===== config.mk =====
export PLATFORM = sky130hd
export DESIGN_NAME = dbg_regbank
export DESIGN_NICKNAME = d
export VERILOG_FILES = /design/src/rtl/dbg_regbank_pkg.sv /design/src/rtl/dbg_masked_eq.sv /design/src/rtl/dbg_core_regs.sv /design/src/rtl/dbg_wp_unit.sv /design/src/rtl/dbg_regbank.sv
export SDC_FILE = /design/constraint.sdc
export NUM_CORES = 1
export LEC_CHECK = 0
export BUFFER_PORTS_ARGS = -buffer_cell sky130_fd_sc_hd__buf_4
export CORE_ASPECT_RATIO = 1.5
export CORE_MARGIN = 4
export CORE_UTILIZATION = 35
export DETAILED_ROUTE_END_ITERATION = 6
export PLACE_DENSITY_LB_ADDON = 0.12
export SYNTH_ARGS = -nofsm -noshare
export SYNTH_HDL_FRONTEND = slang
export SYNTH_SLANG_ARGS = --single-unit

===== constraint.sdc =====
create_clock -name clk -period 7.1 [get_ports clk]
set_clock_uncertainty 0.1 [all_clocks]
set_input_delay 2.13 -clock clk [delete_from_list [all_inputs] [get_ports clk]]
set_output_delay 2.13 -clock clk [all_outputs]
set_load 0.02 [all_outputs]

===== src/rtl/dbg_regbank_pkg.sv =====
package dbg_regbank_pkg;

   localparam int unsigned IDX_W = 5;

   // fixed indices of the shared registers
   localparam logic [IDX_W-1:0] IDX_DBG_CTRL = 5'h00;
   localparam logic [IDX_W-1:0] IDX_DBG_STAT = 5'h01;
   localparam logic [IDX_W-1:0] IDX_CH_CTRL  = 5'h04;
   localparam logic [IDX_W-1:0] IDX_CH_DATA  = 5'h05;

   // slot order inside one comparator window
   typedef enum logic [2:0] {
      SLOT_ADDR_VAL = 3'd0,
      SLOT_ADDR_MSK = 3'd1,
      SLOT_DATA_VAL = 3'd2,
      SLOT_DATA_MSK = 3'd3,
      SLOT_CTL_VAL  = 3'd4,
      SLOT_CTL_MSK  = 3'd5
   } wp_slot_e;

   localparam int unsigned MAX_WP = 3;

   // comparator k occupies the 8-entry window starting at (k+1)*8
   function automatic logic [IDX_W-1:0] wp_base(input int unsigned k);
      return IDX_W'((k + 1) * 8);
   endfunction

   function automatic logic idx_mapped(input logic [IDX_W-1:0] a,
                                       input int unsigned nwp);
      logic hit;
      hit = (a == IDX_DBG_CTRL) || (a == IDX_DBG_STAT) ||
            (a == IDX_CH_CTRL)  || (a == IDX_CH_DATA);
      for (int unsigned k = 0; k < MAX_WP; k++) begin
         if (k < nwp && a[IDX_W-1:3] == wp_base(k)[IDX_W-1:3] && a[2:0] <= 3'd5)
            hit = 1'b1;
      end
      return hit;
   endfunction

endpackage


===== src/rtl/dbg_masked_eq.sv =====
module dbg_masked_eq #(
   parameter int unsigned W          = 32,
   parameter bit          ONE_IGNORES = 1'b1
) (
   input  logic [W-1:0] value,
   input  logic [W-1:0] mask,
   input  logic [W-1:0] live,
   output logic         equal
);

   logic [W-1:0] care;

   generate
      if (ONE_IGNORES) begin : g_pol_ignore
         assign care = ~mask;
      end else begin : g_pol_select
         assign care = mask;
      end
   endgenerate

   assign equal = ((value ^ live) & care) == '0;

endmodule


===== src/rtl/dbg_core_regs.sv =====
module dbg_core_regs
   import dbg_regbank_pkg::*;
#(
   parameter int unsigned DATA_W = 32,
   parameter int unsigned CTRL_W = 6,
   parameter int unsigned STAT_W = 5
) (
   input  logic              clk,
   input  logic              rst_n,
   input  logic [IDX_W-1:0]  sel_idx,
   input  logic              wr_en,
   input  logic [DATA_W-1:0] wr_data,
   output logic [DATA_W-1:0] rd_data
);

   logic [CTRL_W-1:0] ctrl_q;
   logic [STAT_W-1:0] stat_q;
   logic [DATA_W-1:0] ch_ctrl_q;
   logic [DATA_W-1:0] ch_data_q;

   always_ff @(posedge clk or negedge rst_n) begin
      if (!rst_n) begin
         ctrl_q    <= '0;
         stat_q    <= '0;
         ch_ctrl_q <= '0;
         ch_data_q <= '0;
      end else if (wr_en) begin
         case (sel_idx)
            IDX_DBG_CTRL: ctrl_q    <= wr_data[CTRL_W-1:0];
            IDX_DBG_STAT: stat_q    <= wr_data[STAT_W-1:0];
            IDX_CH_CTRL:  ch_ctrl_q <= wr_data;
            IDX_CH_DATA:  ch_data_q <= wr_data;
            default: ;
         endcase
      end
   end

   always_comb begin
      rd_data = '0;
      case (sel_idx)
         IDX_DBG_CTRL: rd_data = DATA_W'(ctrl_q);
         IDX_DBG_STAT: rd_data = DATA_W'(stat_q);
         IDX_CH_CTRL:  rd_data = ch_ctrl_q;
         IDX_CH_DATA:  rd_data = ch_data_q;
         default:      rd_data = '0;
      endcase
   end

endmodule


===== src/rtl/dbg_wp_unit.sv =====
module dbg_wp_unit
   import dbg_regbank_pkg::*;
#(
   parameter int unsigned DATA_W      = 32,
   parameter int unsigned ATTR_W      = 8,
   parameter int unsigned UNIT        = 0,
   parameter bit          ONE_IGNORES = 1'b1
) (
   input  logic              clk,
   input  logic              rst_n,
   input  logic [IDX_W-1:0]  sel_idx,
   input  logic              wr_en,
   input  logic [DATA_W-1:0] wr_data,
   input  logic [DATA_W-1:0] bus_addr,
   input  logic [DATA_W-1:0] bus_data,
   input  logic [ATTR_W-1:0] bus_attr,
   output logic [DATA_W-1:0] rd_data,
   output logic              armed,
   output logic              hit
);

   localparam logic [IDX_W-1:0] BASE = wp_base(UNIT);

   logic [DATA_W-1:0] addr_val_q, addr_msk_q;
   logic [DATA_W-1:0] data_val_q, data_msk_q;
   logic [ATTR_W:0]   ctl_val_q;
   logic [ATTR_W-1:0] ctl_msk_q;

   logic     in_window;
   wp_slot_e slot;
   logic     eq_addr, eq_data, eq_attr;

   assign in_window = (sel_idx[IDX_W-1:3] == BASE[IDX_W-1:3]);
   assign slot      = wp_slot_e'(sel_idx[2:0]);

   always_ff @(posedge clk or negedge rst_n) begin
      if (!rst_n) begin
         addr_val_q <= '0;
         addr_msk_q <= '0;
         data_val_q <= '0;
         data_msk_q <= '0;
         ctl_val_q  <= '0;
         ctl_msk_q  <= '0;
      end else if (wr_en && in_window) begin
         case (slot)
            SLOT_ADDR_VAL: addr_val_q <= wr_data;
            SLOT_ADDR_MSK: addr_msk_q <= wr_data;
            SLOT_DATA_VAL: data_val_q <= wr_data;
            SLOT_DATA_MSK: data_msk_q <= wr_data;
            SLOT_CTL_VAL:  ctl_val_q  <= wr_data[ATTR_W:0];
            SLOT_CTL_MSK:  ctl_msk_q  <= wr_data[ATTR_W-1:0];
            default: ;
         endcase
      end
   end

   always_comb begin
      rd_data = '0;
      if (in_window) begin
         case (slot)
            SLOT_ADDR_VAL: rd_data = addr_val_q;
            SLOT_ADDR_MSK: rd_data = addr_msk_q;
            SLOT_DATA_VAL: rd_data = data_val_q;
            SLOT_DATA_MSK: rd_data = data_msk_q;
            SLOT_CTL_VAL:  rd_data = DATA_W'(ctl_val_q);
            SLOT_CTL_MSK:  rd_data = DATA_W'(ctl_msk_q);
            default:       rd_data = '0;
         endcase
      end
   end

   dbg_masked_eq #(.W(DATA_W), .ONE_IGNORES(ONE_IGNORES)) u_eq_addr (
      .value(addr_val_q), .mask(addr_msk_q), .live(bus_addr), .equal(eq_addr)
   );

   dbg_masked_eq #(.W(DATA_W), .ONE_IGNORES(ONE_IGNORES)) u_eq_data (
      .value(data_val_q), .mask(data_msk_q), .live(bus_data), .equal(eq_data)
   );

   dbg_masked_eq #(.W(ATTR_W), .ONE_IGNORES(ONE_IGNORES)) u_eq_attr (
      .value(ctl_val_q[ATTR_W-1:0]), .mask(ctl_msk_q), .live(bus_attr), .equal(eq_attr)
   );

   // the top control-value bit arms the unit and has no mask bit
   assign armed = ctl_val_q[ATTR_W];
   assign hit   = armed & eq_addr & eq_data & eq_attr;

endmodule


===== src/rtl/dbg_regbank.sv =====
module dbg_regbank
   import dbg_regbank_pkg::*;
#(
   parameter int unsigned DATA_W      = 32,
   parameter int unsigned ATTR_W      = 8,
   parameter int unsigned NUM_WP      = 2,
   parameter int unsigned CTRL_W      = 6,
   parameter int unsigned STAT_W      = 5,
   parameter bit          ONE_IGNORES = 1'b1
) (
   input  logic              clk,
   input  logic              rst_n,
   input  logic [4:0]        reg_addr,
   input  logic [DATA_W-1:0] reg_wdata,
   input  logic              reg_we,
   output logic [DATA_W-1:0] reg_rdata,
   input  logic [DATA_W-1:0] bus_addr,
   input  logic [DATA_W-1:0] bus_data,
   input  logic [ATTR_W-1:0] bus_attr,
   output logic [NUM_WP-1:0] wp_hit
);

   // elaboration-time parameter checks
   generate
      if (NUM_WP < 1 || NUM_WP > MAX_WP) begin : g_bad_num_wp
         $error("dbg_regbank: NUM_WP must lie in 1..3");
      end
      if (ATTR_W + 1 > DATA_W) begin : g_bad_attr_w
         $error("dbg_regbank: ATTR_W+1 must fit in DATA_W");
      end
      if (CTRL_W > DATA_W || STAT_W > DATA_W || CTRL_W < 1 || STAT_W < 1) begin : g_bad_core_w
         $error("dbg_regbank: control/status widths must lie in 1..DATA_W");
      end
   endgenerate

   logic [DATA_W-1:0] core_rd;
   logic [DATA_W-1:0] unit_rd [NUM_WP];
   logic [NUM_WP-1:0] wp_armed;

   dbg_core_regs #(
      .DATA_W(DATA_W), .CTRL_W(CTRL_W), .STAT_W(STAT_W)
   ) u_core (
      .clk(clk), .rst_n(rst_n), .sel_idx(reg_addr), .wr_en(reg_we),
      .wr_data(reg_wdata), .rd_data(core_rd)
   );

   generate
      for (genvar k = 0; k < NUM_WP; k++) begin : g_wp
         dbg_wp_unit #(
            .DATA_W(DATA_W), .ATTR_W(ATTR_W), .UNIT(k), .ONE_IGNORES(ONE_IGNORES)
         ) u_wp (
            .clk(clk), .rst_n(rst_n), .sel_idx(reg_addr), .wr_en(reg_we),
            .wr_data(reg_wdata), .bus_addr(bus_addr), .bus_data(bus_data),
            .bus_attr(bus_attr), .rd_data(unit_rd[k]), .armed(wp_armed[k]),
            .hit(wp_hit[k])
         );
      end
   endgenerate

   // each source drives zero unless its own index is selected
   always_comb begin
      reg_rdata = core_rd;
      for (int i = 0; i < NUM_WP; i++) reg_rdata = reg_rdata | unit_rd[i];
   end

endmodule


==> flow_summary.toml <==
[placement]
place.gp.congestion = 0.8856
pre_cts_slack_ns = 0.4153
dp.final_hpwl_um = 49570
io_buffer_count = 145

[detailed_routing]
final_antenna_net_count = 0
first_pass_iters = 5
via_per_inst = 5.760
dr.first_iter.drc_count = 892
drcViolationCount = 0
vias = 13001
routed_wl_um = 70470
avgRoutedWirePerCell_um = 31.22

[logic_synthesis]
synth_top_area_cell = "dfrtp_1"
synthCells = 1430
synth-seq-area-share = 0.4972
synth.most_common_cell = "dfrtp_1"
netlist_top_cells_count = "365 x dfrtp_1, 300 x mux2_2, 144 x xnor2_1"
syn_area_per_cell_um2 = 12.85
ys_seq_elements = 365
synth_edf_count = 0
synth_async_sr_flop_share = 1.000
yosysWarnings = 0
yosys.area.top_type_share = 0.4972
syn-num-nets = 1542
ys_types = 50
synth_flop_cell = "dfrtp_1"
synth_area_um2 = 18370
synth.top_cells.by_area = "dfrtp_1 50%, mux2_2 18%, xnor2_1 6.9%, mux2_4 4.4%, a22oi_1 3.1%"

[timing]
final_hold_viol_count = 0
setup_slack_ns = 0.4080
max_slew_margin = 0.2321
max_freq_mhz = 149.4
period_needed_ns = 6.692
rsz0062_at_grt = "no"
tns_ns = 0
worst_slew_pin_slew_ns = 1.149
fin_crit_sh = 0.9425
setup_viol = 0
slew_violations = 0

[die]
ioPinCount = 146
rows = 102
die_width_um = 195.1
dieArea_um2 = 56290
start_util = 0.3545
die_h_um = 288.6
core_area_um2 = 51810

[cts]
cts_tree = "yes"
clkLatencyLatePin_ns = 0.54
h-tree-depth = 2
hold_buffers = 0
postCtsResizedCells = 0
cts_sinks = 365
cts_root_buf = "clkbuf_16"
cts_setup_buffers = 0
cts.reportedPaths.clkPinSlew_ns = 0.05
cts_inserted_buffers = 40
ctsLongestPathBuffers = 3

[finish]
n_fill_cell = 5046
area_growth_pct = 16.74
nNetsFinal = 1663
layout-drive-gt1-share = 0.4029
n_antenna_cell = 0

[worst_setup_path]
cp-start-kind = "input pin"
critical_path_arrival_ns = 4.46
critPathKind = "input pin to output pin"
rr_startpoint = "g_wp[0].u_wp.addr_msk_q[15]"
rr_worst_depth = 1
critPathMaxFanout = 23
crit_required_ns = 4.87
regToRegSetupSlack_ns = 6.08
worstSetupEndpointType = "output pin"
regToRegEndpoint = "g_wp[0].u_wp.addr_msk_q[15]"

[global_routing]
grt_overflow = 0
grt_pass1_wl_um = 101000
antenna_found_initial = 1
grt.busiest_layer = "met2"
grt_pass1_vias = 13724
grt_max_degree = 109
grt_usage = 0.2439
use_met3 = 0.02801
use_met1 = 0.3039
met2_usage = 0.4337

[min_path]
hp-class = "flip-flop to flip-flop"
holdPathEnd = "u_core.ch_ctrl_q[10]"
hp-start = "u_core.ch_ctrl_q[10]"
holdPathStages = 1

[outcome]
status = "finished clean"

[run]
maxCapViolations = 0

[power]
power_leakage_nw = 9.169
power_density_nw_per_um2 = 291.3
peakVddDrop_mv = 0.1675
registers in the layout, summed over array words and instances, names as in the netlist:
name and cells:
g_wp.u_wp.ctl_msk_q 16, g_wp.u_wp.addr_msk_q 64, g_wp.u_wp.ctl_val_q 18, u_core.ctrl_q 6
u_core.ch_data_q 32, g_wp.u_wp.data_val_q 64, g_wp.u_wp.addr_val_q 64, u_core.ch_ctrl_q 32
u_core.stat_q 5, g_wp.u_wp.data_msk_q 64
area by class of cell:
cell class	count	area [um^2]	share of cell area
inverter	1	3.754	0.0001750
tap	676	845.8	0.03944
timing repair buffer	191	1491	0.06955
multi-input combinational	952	8706	0.4060
clock buffer	62	1205	0.05619
clock inverter	10	57.56	0.002684
sequential	365	9134	0.4260
cells in the final DEF (no fill, tap or decap), drive strengths merged, types with 3 or more instances in the layout:
cell type	instances
a21oi	33
a221oi	50
a22o	31
a22oi	76
a31oi	6
and2b	3
buf	191
clkbuf	62
clkinv	8
dfrtp	365
inv	3
mux2	375
mux2i	8
nand2	27
nand2b	4
nand3	9
nand4	7
nor2	41
nor3	13
nor3b	3
o211ai	3
o21ai	32
o221ai	6
o22a	8
o22ai	59
xnor2	144
per-layer routing:
metal | vias to the layer above | wire (um)
met4 | 2 | 3053
met1 | 6873 | 28460
met5 | - | 13
met3 | 121 | 3037
met2 | 417 | 35900
li1 | 5588 | -
cells by family after synthesis:
family,after synthesis,share of synthesized area
AND/OR/NAND/NOR,113,0.03317
XOR/XNOR,144,0.06866
AO/OA/AOI/OAI,310,0.1206
buffers and inverters,113,0.03256
flip-flops,365,0.4972
multiplexers,385,0.2477
worst max path at each step:
| stage | startpoint | slack (ns) | endpoint | cells after the start |
|---|---|---|---|---|
| 4_1_cts | reg_addr[2] | 0.44 | reg_rdata[9] | 8 |
| 3_5_place_dp | reg_addr[2] | 0.42 | reg_rdata[9] | 8 |
| 2_1_floorplan | reg_addr[1] | 1.16 | reg_rdata[4] | 7 |
| 3_3_place_gp | reg_addr[2] | 0.44 | reg_rdata[9] | 8 |
| 5_1_grt | reg_addr[2] | 0.38 | reg_rdata[9] | 9 |
| 6_report | reg_addr[0] | 0.41 | reg_rdata[17] | 9 |
worst max-delay path, stage by stage:
cell	delay [ns]
buf_4	0.25
and2b_4	0.23
and2_2	0.59
buf_4	0.46
a22oi_1	0.16
a21oi_1	0.15
a221oi_1	0.07
o21ai_1	0.19
buf_4	0.20
where the power goes:
group	total, W	internal (W)	switching [W]
clock	0.00205	0.00117	0.000878
sequential	0.00289	0.00249	0.000406
combinational	0.00131	0.000685	0.000620
per-stage QoR:
stage	hold slack, ns	utilization	instance area [um^2]	cells	power, W
2_1_floorplan	0.3642	-	18370	1430	0.003613
3_3_place_gp	0.3748	0.3895	20180	2185	0.004210
3_5_place_dp	0.3810	0.3895	20180	2185	0.004234
4_1_cts	0.3933	0.4138	21440	2257	0.006300
5_1_grt	0.4066	0.4138	21440	2257	0.006503
6_report	0.3896	0.4138	21440	2257	0.006246
(Power assumes the default switching activity.)
